### config.mk
export PLATFORM = sky130hd
export DESIGN_NAME = prr_report_port
export DESIGN_NICKNAME = d
export VERILOG_FILES = /design/src/rtl/prr_pkg.sv /design/src/rtl/prr_clkgen.sv /design/src/rtl/prr_fifo.sv /design/src/rtl/prr_capture.sv /design/src/rtl/prr_shifter.sv /design/src/rtl/prr_report_port.sv
export SDC_FILE = /design/constraint.sdc
export NUM_CORES = 1
export LEC_CHECK = 0
export ABC_AREA = 0
export BUFFER_PORTS_ARGS = -buffer_cell sky130_fd_sc_hd__buf_4
export CAP_MARGIN = 20
export CORE_MARGIN = 2
export CORE_UTILIZATION = 55
export CTS_BUF_LIST = sky130_fd_sc_hd__clkbuf_8 sky130_fd_sc_hd__clkbuf_16
export DETAILED_ROUTE_END_ITERATION = 16
export GPL_ROUTABILITY_DRIVEN = 0
export HOLD_SLACK_MARGIN = 0.02
export PLACE_DENSITY_LB_ADDON = 0.1
export SETUP_SLACK_MARGIN = 0.02
export SLEW_MARGIN = 20
export SYNTH_ARGS = -nofsm -noshare
export SYNTH_HDL_FRONTEND = slang
export SYNTH_SLANG_ARGS = --single-unit
### constraint.sdc
create_clock -name clk -period 4.05 [get_ports clk]
set_input_delay 0 -clock clk [delete_from_list [all_inputs] [get_ports clk]]
set_output_delay 0 -clock clk [all_outputs]
set_load 0.005 [all_outputs]
### src/rtl/prr_pkg.sv
package prr_pkg;

  typedef enum logic [1:0] {
    CAP_IDLE  = 2'd0,
    CAP_BODY  = 2'd1,
    CAP_TRAIL = 2'd2
  } cap_state_t;

  // one queued report byte, flagged when it closes the report
  typedef struct packed {
    logic       last;
    logic [7:0] data;
  } rpt_byte_t;

endpackage

### src/rtl/prr_clkgen.sv
module prr_clkgen #(
  parameter int HALF_DIV = 10
) (
  input  logic clk,
  input  logic rst_n,
  output logic rpt_clk,
  output logic tick_fall
);

  localparam int CW = $clog2(HALF_DIV + 1);
  localparam logic [CW-1:0] LAST = CW'(HALF_DIV - 1);

  logic [CW-1:0] cnt_q, cnt_d;
  logic          rclk_q, rclk_d;
  logic          wrap;

  always_comb begin
    wrap      = (cnt_q == LAST);
    cnt_d     = wrap ? '0 : cnt_q + 1'b1;
    rclk_d    = wrap ? ~rclk_q : rclk_q;
    tick_fall = wrap & rclk_q;
  end

  always_ff @(posedge clk or negedge rst_n) begin
    if (!rst_n) begin
      cnt_q  <= '0;
      rclk_q <= 1'b0;
    end else begin
      cnt_q  <= cnt_d;
      rclk_q <= rclk_d;
    end
  end

  assign rpt_clk = rclk_q;

endmodule

### src/rtl/prr_fifo.sv
module prr_fifo #(
  parameter int W     = 9,
  parameter int DEPTH = 16
) (
  input  logic         clk,
  input  logic         rst_n,
  input  logic         wr_en,
  input  logic [W-1:0] wr_data,
  input  logic         rd_en,
  output logic [W-1:0] rd_data,
  output logic         empty,
  output logic         full
);

  localparam int PW = (DEPTH > 1) ? $clog2(DEPTH) : 1;
  localparam int CW = $clog2(DEPTH + 1);
  localparam logic [PW-1:0] PTR_LAST = PW'(DEPTH - 1);
  localparam logic [CW-1:0] CNT_FULL = CW'(DEPTH);

  logic [W-1:0]  mem [DEPTH];
  logic [PW-1:0] wptr_q, wptr_d, rptr_q, rptr_d;
  logic [CW-1:0] cnt_q, cnt_d;
  logic          do_wr, do_rd;

  always_comb begin
    empty  = (cnt_q == '0);
    full   = (cnt_q == CNT_FULL);
    do_wr  = wr_en & ~full;
    do_rd  = rd_en & ~empty;
    wptr_d = wptr_q;
    rptr_d = rptr_q;
    if (do_wr) wptr_d = (wptr_q == PTR_LAST) ? '0 : wptr_q + 1'b1;
    if (do_rd) rptr_d = (rptr_q == PTR_LAST) ? '0 : rptr_q + 1'b1;
    cnt_d = cnt_q;
    if (do_wr && !do_rd) cnt_d = cnt_q + 1'b1;
    if (!do_wr && do_rd) cnt_d = cnt_q - 1'b1;
    rd_data = mem[rptr_q];
  end

  always_ff @(posedge clk or negedge rst_n) begin
    if (!rst_n) begin
      wptr_q <= '0;
      rptr_q <= '0;
      cnt_q  <= '0;
    end else begin
      wptr_q <= wptr_d;
      rptr_q <= rptr_d;
      cnt_q  <= cnt_d;
    end
  end

  // storage carries no reset
  always_ff @(posedge clk) begin
    if (do_wr) mem[wptr_q] <= wr_data;
  end

endmodule

### src/rtl/prr_capture.sv
module prr_capture
  import prr_pkg::*;
#(
  parameter int HDR_BYTES = 14,
  parameter int DA_BYTES  = 6,
  parameter int PORT_W    = 4,
  parameter int STAT_W    = 16
) (
  input  logic              clk,
  input  logic              rst_n,
  input  logic              in_valid,
  input  logic              in_sop,
  input  logic              in_eop,
  input  logic [7:0]        in_data,
  input  logic              dst_local,
  input  logic [PORT_W-1:0] port_id,
  input  logic [STAT_W-1:0] stat_word,
  input  logic              rpt_done,
  output logic              wr_en,
  output rpt_byte_t         wr_byte,
  output logic              rpt_open
);

  localparam int STAT_BYTES = STAT_W / 8;
  localparam int IDX_W      = $clog2(HDR_BYTES + 1);
  localparam int TR_W       = $clog2(STAT_BYTES + 1);
  localparam logic [IDX_W-1:0] HDR_L  = IDX_W'(HDR_BYTES);
  localparam logic [IDX_W-1:0] DA_L   = IDX_W'(DA_BYTES);
  localparam logic [TR_W-1:0]  TR_END = TR_W'(STAT_BYTES);

  cap_state_t        state_q, state_d;
  logic [IDX_W-1:0]  idx_q, idx_d;
  logic              local_q, local_d;
  logic              bcast_q, bcast_d;
  logic              full_q, full_d;
  logic [PORT_W-1:0] port_q, port_d;
  logic [STAT_W-1:0] stat_q, stat_d;
  logic [TR_W-1:0]   tcnt_q, tcnt_d;
  logic              open_q, open_d;

  logic       whole_now;
  logic       bcast_nx;
  logic [7:0] tag_byte;

  always_comb begin
    tag_byte                = '0;
    tag_byte[PORT_W-1:0]    = port_q;
    tag_byte[7]             = full_q;
  end

  always_comb begin
    state_d = state_q;
    idx_d   = idx_q;
    local_d = local_q;
    bcast_d = bcast_q;
    full_d  = full_q;
    port_d  = port_q;
    stat_d  = stat_q;
    tcnt_d  = tcnt_q;
    open_d  = open_q;
    wr_en   = 1'b0;
    wr_byte = '0;

    // payload is kept when local, or once the whole destination read all ones
    whole_now = local_q | ((idx_q >= DA_L) & bcast_q);
    bcast_nx  = (idx_q < DA_L) ? (bcast_q & (in_data == 8'hFF)) : bcast_q;

    if (rpt_done) open_d = 1'b0;

    unique case (state_q)
      CAP_IDLE: begin
        if (in_valid && in_sop && !open_q) begin
          open_d       = 1'b1;
          idx_d        = IDX_W'(1);
          local_d      = dst_local;
          bcast_d      = (in_data == 8'hFF);
          wr_en        = 1'b1;
          wr_byte.data = in_data;
          if (in_eop) begin
            full_d  = dst_local;
            port_d  = port_id;
            stat_d  = stat_word;
            tcnt_d  = '0;
            state_d = CAP_TRAIL;
          end else begin
            state_d = CAP_BODY;
          end
        end
      end

      CAP_BODY: begin
        if (in_valid) begin
          wr_en        = (idx_q < HDR_L) | whole_now;
          wr_byte.data = in_data;
          bcast_d      = bcast_nx;
          if (idx_q < HDR_L) idx_d = idx_q + 1'b1;
          if (in_eop) begin
            full_d  = local_q | (bcast_nx & (idx_q >= DA_L - IDX_W'(1)));
            port_d  = port_id;
            stat_d  = stat_word;
            tcnt_d  = '0;
            state_d = CAP_TRAIL;
          end
        end
      end

      CAP_TRAIL: begin
        wr_en = 1'b1;
        if (tcnt_q == '0) begin
          wr_byte.data = tag_byte;
        end else begin
          wr_byte.data = stat_q[7:0];
          stat_d       = stat_q >> 8;
        end
        wr_byte.last = (tcnt_q == TR_END);
        tcnt_d       = tcnt_q + 1'b1;
        if (tcnt_q == TR_END) state_d = CAP_IDLE;
      end

      default: state_d = CAP_IDLE;
    endcase
  end

  always_ff @(posedge clk or negedge rst_n) begin
    if (!rst_n) begin
      state_q <= CAP_IDLE;
      idx_q   <= '0;
      local_q <= 1'b0;
      bcast_q <= 1'b0;
      full_q  <= 1'b0;
      port_q  <= '0;
      stat_q  <= '0;
      tcnt_q  <= '0;
      open_q  <= 1'b0;
    end else begin
      state_q <= state_d;
      idx_q   <= idx_d;
      local_q <= local_d;
      bcast_q <= bcast_d;
      full_q  <= full_d;
      port_q  <= port_d;
      stat_q  <= stat_d;
      tcnt_q  <= tcnt_d;
      open_q  <= open_d;
    end
  end

  assign rpt_open = open_q;

endmodule

### src/rtl/prr_shifter.sv
module prr_shifter
  import prr_pkg::*;
(
  input  logic      clk,
  input  logic      rst_n,
  input  logic      tick,
  input  logic      fifo_empty,
  input  rpt_byte_t fifo_byte,
  output logic      fifo_rd,
  output logic      ser_dat,
  output logic      ser_drv,
  output logic      rpt_done
);

  logic [7:0] sh_q, sh_d;
  logic [2:0] bcnt_q, bcnt_d;
  logic       act_q, act_d;
  logic       last_q, last_d;

  always_comb begin
    sh_d     = sh_q;
    bcnt_d   = bcnt_q;
    act_d    = act_q;
    last_d   = last_q;
    fifo_rd  = 1'b0;
    rpt_done = 1'b0;
    if (tick) begin
      if (act_q && (bcnt_q != 3'd0)) begin
        sh_d   = sh_q >> 1;
        bcnt_d = bcnt_q - 3'd1;
      end else begin
        rpt_done = act_q & last_q;
        if (!fifo_empty) begin
          fifo_rd = 1'b1;
          sh_d    = fifo_byte.data;
          bcnt_d  = 3'd7;
          act_d   = 1'b1;
          last_d  = fifo_byte.last;
        end else begin
          sh_d   = '0;
          act_d  = 1'b0;
          last_d = 1'b0;
        end
      end
    end
  end

  always_ff @(posedge clk or negedge rst_n) begin
    if (!rst_n) begin
      sh_q   <= '0;
      bcnt_q <= '0;
      act_q  <= 1'b0;
      last_q <= 1'b0;
    end else begin
      sh_q   <= sh_d;
      bcnt_q <= bcnt_d;
      act_q  <= act_d;
      last_q <= last_d;
    end
  end

  assign ser_dat = act_q & sh_q[0];
  assign ser_drv = act_q;

endmodule

### src/rtl/prr_report_port.sv
module prr_report_port
  import prr_pkg::*;
#(
  parameter int HALF_DIV   = 10,
  parameter int HDR_BYTES  = 14,
  parameter int DA_BYTES   = 6,
  parameter int PORT_W     = 4,
  parameter int STAT_W     = 16,
  parameter int FIFO_DEPTH = 16
) (
  input  logic              clk,
  input  logic              rst_n,
  input  logic              in_valid,
  input  logic              in_sop,
  input  logic              in_eop,
  input  logic [7:0]        in_data,
  input  logic              dst_local,
  input  logic [PORT_W-1:0] port_id,
  input  logic [STAT_W-1:0] stat_word,
  output logic              rpt_clk,
  output logic              rpt_dat,
  output logic              rpt_drv
);

  localparam int BW = $bits(rpt_byte_t);

  logic      tick_fall;
  logic      fifo_wr, fifo_rd, fifo_empty, fifo_full;
  rpt_byte_t wr_byte, rd_byte;
  logic      rpt_done, rpt_open;

  prr_clkgen #(.HALF_DIV(HALF_DIV)) u_clkgen (
    .clk       (clk),
    .rst_n     (rst_n),
    .rpt_clk   (rpt_clk),
    .tick_fall (tick_fall)
  );

  prr_capture #(
    .HDR_BYTES (HDR_BYTES),
    .DA_BYTES  (DA_BYTES),
    .PORT_W    (PORT_W),
    .STAT_W    (STAT_W)
  ) u_capture (
    .clk       (clk),
    .rst_n     (rst_n),
    .in_valid  (in_valid),
    .in_sop    (in_sop),
    .in_eop    (in_eop),
    .in_data   (in_data),
    .dst_local (dst_local),
    .port_id   (port_id),
    .stat_word (stat_word),
    .rpt_done  (rpt_done),
    .wr_en     (fifo_wr),
    .wr_byte   (wr_byte),
    .rpt_open  (rpt_open)
  );

  prr_fifo #(.W(BW), .DEPTH(FIFO_DEPTH)) u_fifo (
    .clk     (clk),
    .rst_n   (rst_n),
    .wr_en   (fifo_wr),
    .wr_data (wr_byte),
    .rd_en   (fifo_rd),
    .rd_data (rd_byte),
    .empty   (fifo_empty),
    .full    (fifo_full)
  );

  prr_shifter u_shifter (
    .clk        (clk),
    .rst_n      (rst_n),
    .tick       (tick_fall),
    .fifo_empty (fifo_empty),
    .fifo_byte  (rd_byte),
    .fifo_rd    (fifo_rd),
    .ser_dat    (rpt_dat),
    .ser_drv    (rpt_drv),
    .rpt_done   (rpt_done)
  );

endmodule

Word level (Yosys, flattened, before mapping)
Memory sizes are Yosys's and may differ from the RTL's.
Cells that the tools add are included.
Storage, ports and cells
  register bits after elaboration: 63
  memory bits (writable): 144
  input bits: 34
  logic and storage cells: 146
  memories: 1
Operators by class
  add/subtract/negate cells: 8
  $lt $le $gt $ge: 4
  equal/unequal tests: 16
  muxes and demuxes: 60
  bitwise logic cells: 15
  reductions and logical operators: 24
Memory list
  u_fifo.mem: depth 16, width 9, read ports 1, clocked after Yosys merged registers in 0, write ports 1, RTL line prr_fifo.sv:20  | logic [W-1:0] mem [DEPTH];
Operators with widths (number)
  two-way mux 16 bit: 4
  one-hot mux 16 bit (3 select lines): 1
  two-way mux 8 bit: 5
  two-way mux 4 bit: 9
  one-hot mux 8 bit (3 select lines): 1
  two-way mux 1 bit: 21
  adder 4 x 1 -> 4 bit (second input constant): 4
  two-way mux 2 bit: 8
  one-hot mux 4 bit (2 select lines): 2
  == test 4 bit (second input constant): 3
  one-hot mux 2 bit (3 select lines): 2
  AND reduction 4 bit: 3
  two-way mux 5 bit: 2
  != test 2 bit (second input constant): 5
  AND 1 bit: 8
  == test 8 bit (second input constant): 1
  greater-or-equal comparator 4 x 3 -> 1 bit (second input constant): 2
  two-way mux 3 bit: 2
  != test 2 x 1 -> 1 bit (second input constant): 3
  AND reduction 2 bit: 3
  AND reduction 3 bit: 2
  nonzero test 3 bit: 2
  adder 5 x 1 -> 5 bit (second input constant): 1
  == test 5 bit (second input constant): 1
  17 further kinds: 32

Logic depth before layout (Yosys ltp)
  depth in word-level cells: 10
  mapped depth: 17
  mapped depth without buffers: 15

Hierarchy
From an unflattened synthesis, not the netlist that was laid out.
Second synthesis, totals
  cells, all modules: 630
  area total of the unflattened synthesis: 9077.5 sq um
By module, submodules not included
  prr_fifo: instances 1, cells each 362, area an instance 6393.6 sq um
  prr_capture: instances 1, cells each 181, area an instance 1800.5 sq um
  prr_shifter: instances 1, cells each 68, area an instance 671.9 sq um
  prr_clkgen: instances 1, cells each 19, area an instance 211.5 sq um

Worst setup path before layout
OpenSTA, ideal clock, no wires.
  path type: flip-flop to flip-flop
  start point: register u_shifter.bcnt_q[0]
  end point: register u_fifo.cnt_q[4]
  arrival time: 2732 ps
  required time: 3925 ps
  slack: 1193 ps
  cell stages (with the launch flop): 18
  path buffers: 2
  clock period less this slack: 2857 ps
  cells stage by stage: dfrtp_1 > inv_1 > ha_1 > ha_1 > nor2b_1 > clkbuf_1 > a21oi_1 > nand2_1 > inv_2 > ha_1 > clkbuf_1 > xor2_1 > ha_1 > o211ai_1 > a21oi_1 > a31oi_1 > nor2_1 > xnor2_1
Between the ends
  word-level cells in the longest chain between the ends: 8
RTL lines
  start: declaration: RTL line prr_shifter.sv:16  | logic [2:0] bcnt_q, bcnt_d;
  start signal: assignment: RTL line prr_shifter.sv:56  | bcnt_q <= bcnt_d;
  nonzero test 3 bit *: RTL line prr_shifter.sv:28  | if (act_q && (bcnt_q != 3'd0)) begin
  logical AND 1 bit *: RTL line prr_shifter.sv:28
  two-way mux 1 bit *: RTL line prr_shifter.sv:28
  two-way mux 1 bit *: RTL line prr_shifter.sv:27  | if (tick) begin
  AND 1 bit *: RTL line prr_fifo.sv:29  | do_rd = rd_en & ~empty;
  named net u_fifo.do_rd: RTL line prr_fifo.sv:23  | logic do_wr, do_rd;
  logical NOT 1 bit: RTL line prr_fifo.sv:35  | if (do_wr && !do_rd) cnt_d = cnt_q + 1'b1;
  logical AND 1 bit: RTL line prr_fifo.sv:35
  nonzero test 2 bit (no source line)
  end signal: assignment: RTL line prr_fifo.sv:48  | cnt_q <= cnt_d;
  end: declaration: RTL line prr_fifo.sv:22  | logic [CW-1:0] cnt_q, cnt_d;
Mark *: on every way through the listed nets, which the timed path passes. The rest lies on a longest branch.
A chain may end at the register's enable or synchronous reset.

Worst setup path in the final report
  start point: register u_capture.state_q[0]
  end point: register u_fifo.cnt_q[4]
Between the ends
  word-level cells in the longest chain between the ends: 6
RTL lines
  start: declaration: RTL line prr_capture.sv:31  | cap_state_t state_q, state_d;
  start signal: assignment: RTL line prr_capture.sv:136  | state_q <= state_d;
  == test 2 bit, or another cell as far along: RTL line prr_capture.sv:70  | unique case (state_q)
  one-hot mux 1 bit (3 select lines) *: RTL line prr_capture.sv:70
  AND 1 bit *: RTL line prr_fifo.sv:28  | do_wr = wr_en & ~full;
  logical NOT 1 bit: RTL line prr_fifo.sv:36  | if (!do_wr && do_rd) cnt_d = cnt_q - 1'b1;
  logical AND 1 bit: RTL line prr_fifo.sv:36
  two-way mux 5 bit or nonzero test 2 bit (tied branches)
Mark *: on every way between the ends. The rest lies on a longest branch, timed or not.

==> qor.yml <==
worst_setup_path:
  crit_type: "flip-flop to flip-flop"
  crit_path_start_kind: "flip-flop"
  worst-path-max-fanout: 17
  r2r-start: "u_capture.state_q[0]"
  required_ns: 4.43
  critPathCaptureType: "flip-flop"
  reg2reg_slack_ns: 0.71
  r2r_cells: 10
  r2r_end: "u_fifo.cnt_q[4]"
  cp.arrival_ns: 3.72
sta:
  fin_ws_ns: 0.7090
  grt_setup_unrepaired: "no"
  fin_tns_setup_ns: 0
  maxSlewViolCount: 0
  setup_viol_count_final: 0
  fmaxAchievable_mhz: 299.3
  slew_headroom: 0.4401
  finalCriticalPeriod_ns: 3.341
  fin_crit_sh: 0.8249
  final_hold_viol_count: 0
  fin_skew_ns: 0.01702
  max_slew.worst_pin.slew_ns: 0.8367
clock_tree:
  cts_max_level: 1
  cts_resized: 0
  cts_buffers: 22
  path_clk_slew_ns: 0.06
  worst_skew_pair.late_latency_ns: 0.51
  clock_sinks: 207
  clockBufferDepth: 3
  root_buffer: "clkbuf_16"
  cts_tree: "done"
pwr:
  pwr-share-comb: 0.192
  p_int_mw: 4.064
  p_leak_nw: 3.874
  p_switching_mw: 1.602
  seq_power_share: 0.500
  ir_worst_vdd_uv: 410.9
  p_clk_frac: 0.309
  p_per_area_nw_per_um2: 544.6
  swShare: 0.2828
global_routing:
  grt_max_degree: 64
  grt_pass1_vias: 5360
  antenna_found_initial: 1
  grt_pass1_wl_mm: 29.06
  grt_overflow: 0
  grt_usage: 0.2292
logic_synthesis:
  synthTopCellsByArea: "edfxtp_1, dfrtp_1, mux4_2, nand2_1, ha_1"
  syn-instance-count: 588
  synthFlopType: "edfxtp_1"
  synth-edff-count: 144
  syn-cell-area_sq_um: 8866
  synth_top_area_cell: "edfxtp_1"
  synth_top_area_share: 0.4877
  synth_cell_type_count: 59
  seq_area_frac_synth: 0.6655
  yosys-top-cells-count: "edfxtp_1, dfrtp_1, nand2_1"
  synth-seq-cells: 207
  yosysWarnings: 0
  syn_nets: 638
  syn_area_per_cell_sq_um: 15.08
  synth-async-reset-ratio: 0.3043
  yosysMostFrequentCell: "edfxtp_1"
routing:
  drc: 0
  ant_nets: 0
  wl_per_cell_um: 20.63
  via_count: 5266
  post_drt_via_cell_ratio: 5.812
  dr.pass1.iters: 5
  drt_iter0_drc: 410
  wl_mm: 18.69
hold_path:
  whs_path_depth: 4
  hold_end: "u_fifo.mem[6][0]"
  hp-start: "in_data[0]"
  hold_path.class: "input port to flip-flop"
placed_design:
  port_buffers: 36
  preCtsSetupSlack_ns: 0.7416
  dp_hpwl_mm: 11.93
layout:
  num-fill-cells: 1125
  multiInputGateArea_sq_um: 2741
  drive_gt1_frac: 0.2061
  postLayoutCoreUtil: 0.6573
  seqCellArea_sq_um: 5902
  fin_nets: 725
  area_growth_syn_to_layout_pct: 17.34
floorplanning:
  fp-row-count: 46
  die-area_sq_um: 17150
  die_w_um: 131.0
  start_util: 0.5602
  ios: 37
  design.core.area_sq_um: 15830
  die_y_um: 131.0
status:
  status: "finished, final reports clean"
job:
  drv_cap: 0
## final cells by class
class | count | area share
inverter | 19 | 0.006855
timing repair buffer | 92 | 0.07577
tap | 216 | 0.02598
antenna | 1 | 0.0002405
clock buffer | 22 | 0.05292
sequential | 207 | 0.5673
clock inverter | 16 | 0.007456
multi-input combinational | 333 | 0.2635
## per-layer routing
layer / vias to the layer above / GRT usage / wire [um]
li1: 2410 / - / -
met1: 2672 / 0.3117 / 7811
met2: 151 / 0.3782 / 9130
met3: 33 / 0.05090 / 1349
met4: 0 / 0.06446 / 401
met5: - / 0 / 0
## state kept, by name, indices dropped and copies added, names as in the netlist
register,count
u_capture.bcast_q,1
u_capture.full_q,1
u_clkgen.rpt_clk,1
u_fifo.cnt_q,5
u_capture.state_q,2
u_shifter.ser_drv,1
u_fifo.rptr_q,4
u_fifo.wptr_q,4
u_capture.local_q,1
u_capture.idx_q,4
u_shifter.last_q,1
u_capture.rpt_open,1
u_shifter.bcnt_q,3
u_fifo.mem,144
u_capture.stat_q,16
u_capture.tcnt_q,2
u_shifter.sh_q,8
u_capture.port_q,4
u_clkgen.cnt_q,4
## placed cells by master (no fill, tap or decap), types with 3 or more instances in the layout
cell type,synthesis,final
edfxtp_1,144,144
xnor2_1,4,4
mux2i_1,17,17
clkbuf_16,0,22
and2_1,8,8
nand4_1,3,3
xor2_1,6,6
nor3_1,7,7
dfrtp_1,63,62
mux4_2,36,36
a31oi_1,5,5
dlygate4sd3_1,0,34
nand2b_1,6,6
clkinv_1,0,3
clkinv_2,0,4
o21ai_0,30,30
nor2_1,26,26
mux2_2,6,6
a21oi_1,34,34
buf_4,3,57
nor4_1,5,5
ha_1,16,16
inv_1,18,26
nor2b_1,5,5
a22oi_1,15,15
a22o_1,7,7
nand2_1,59,59
nand3_1,4,4
## worst max-delay path, stage by stage, from the launching register on
cell and delay (ns):
dfrtp_1 0.54, and2b_1 0.47, o32ai_4 0.77, ha_1 0.45, xor2_1 0.19, ha_1 0.21
nor2b_1 0.14, o21ai_0 0.09, a31oi_1 0.16, nor2_1 0.07, xnor2_1 0.13
## worst max path at each step
| stage | from | to | cells past startpoint |
|---|---|---|---|
| 2_1_floorplan | u_shifter.bcnt_q[0] | u_fifo.cnt_q[4] | 17 |
| 3_3_place_gp | u_capture.state_q[0] | u_fifo.cnt_q[4] | 10 |
| 3_5_place_dp | u_capture.state_q[0] | u_fifo.cnt_q[4] | 10 |
| 4_1_cts | u_capture.state_q[0] | u_fifo.cnt_q[4] | 10 |
| 5_1_grt | u_capture.state_q[0] | u_fifo.cnt_q[4] | 10 |
| 6_report | u_capture.state_q[0] | u_fifo.cnt_q[4] | 10 |
## power groups by stage
stage	Combinational, mW	Clock (mW)	Sequential (mW)
5_1_grt	1.21	1.86	2.87
3_3_place_gp	0.992	0	2.85
3_5_place_dp	1.02	0	2.87
6_report	1.09	1.75	2.83
4_1_cts	1.09	1.79	2.83
2_1_floorplan	0.772	0	2.79
## cells by family (layout without fill, tap and decap cells)
logic type / after synthesis / count (layout) / share of synthesized area
multiplexers: 60 / 60 / 0.1200
buffers and inverters: 48 / 149 / 0.02526
XOR/XNOR: 10 / 10 / 0.009878
other: 0 / 1 / 0
adder cells (fa/ha/maj): 16 / 16 / 0.02258
AO/OA/AOI/OAI: 112 / 112 / 0.08143
flip-flops: 207 / 207 / 0.6655
AND/OR/NAND/NOR: 135 / 135 / 0.07536
## stage by stage
step	instance area, sq um	hold slack (ns)	power (mW)	instances
floorplan	8866	-0.2956	3.561	588
global placement	9433	0.1475	3.842	833
detailed placement	9433	0.1471	3.893	833
CTS	10400	0.04963	5.705	905
global route	10400	0.1090	5.939	905
finish	10400	0.07682	5.666	906
## repair_timing
| action | 4_1_cts | 5_1_grt |
|---|---|---|
| hold buffers | 34 | 0 |
| hold endpoints to repair | 91 | 0 |
| setup buffers | 0 | 0 |
No activity file was read; power rests on OpenSTA's default activity.
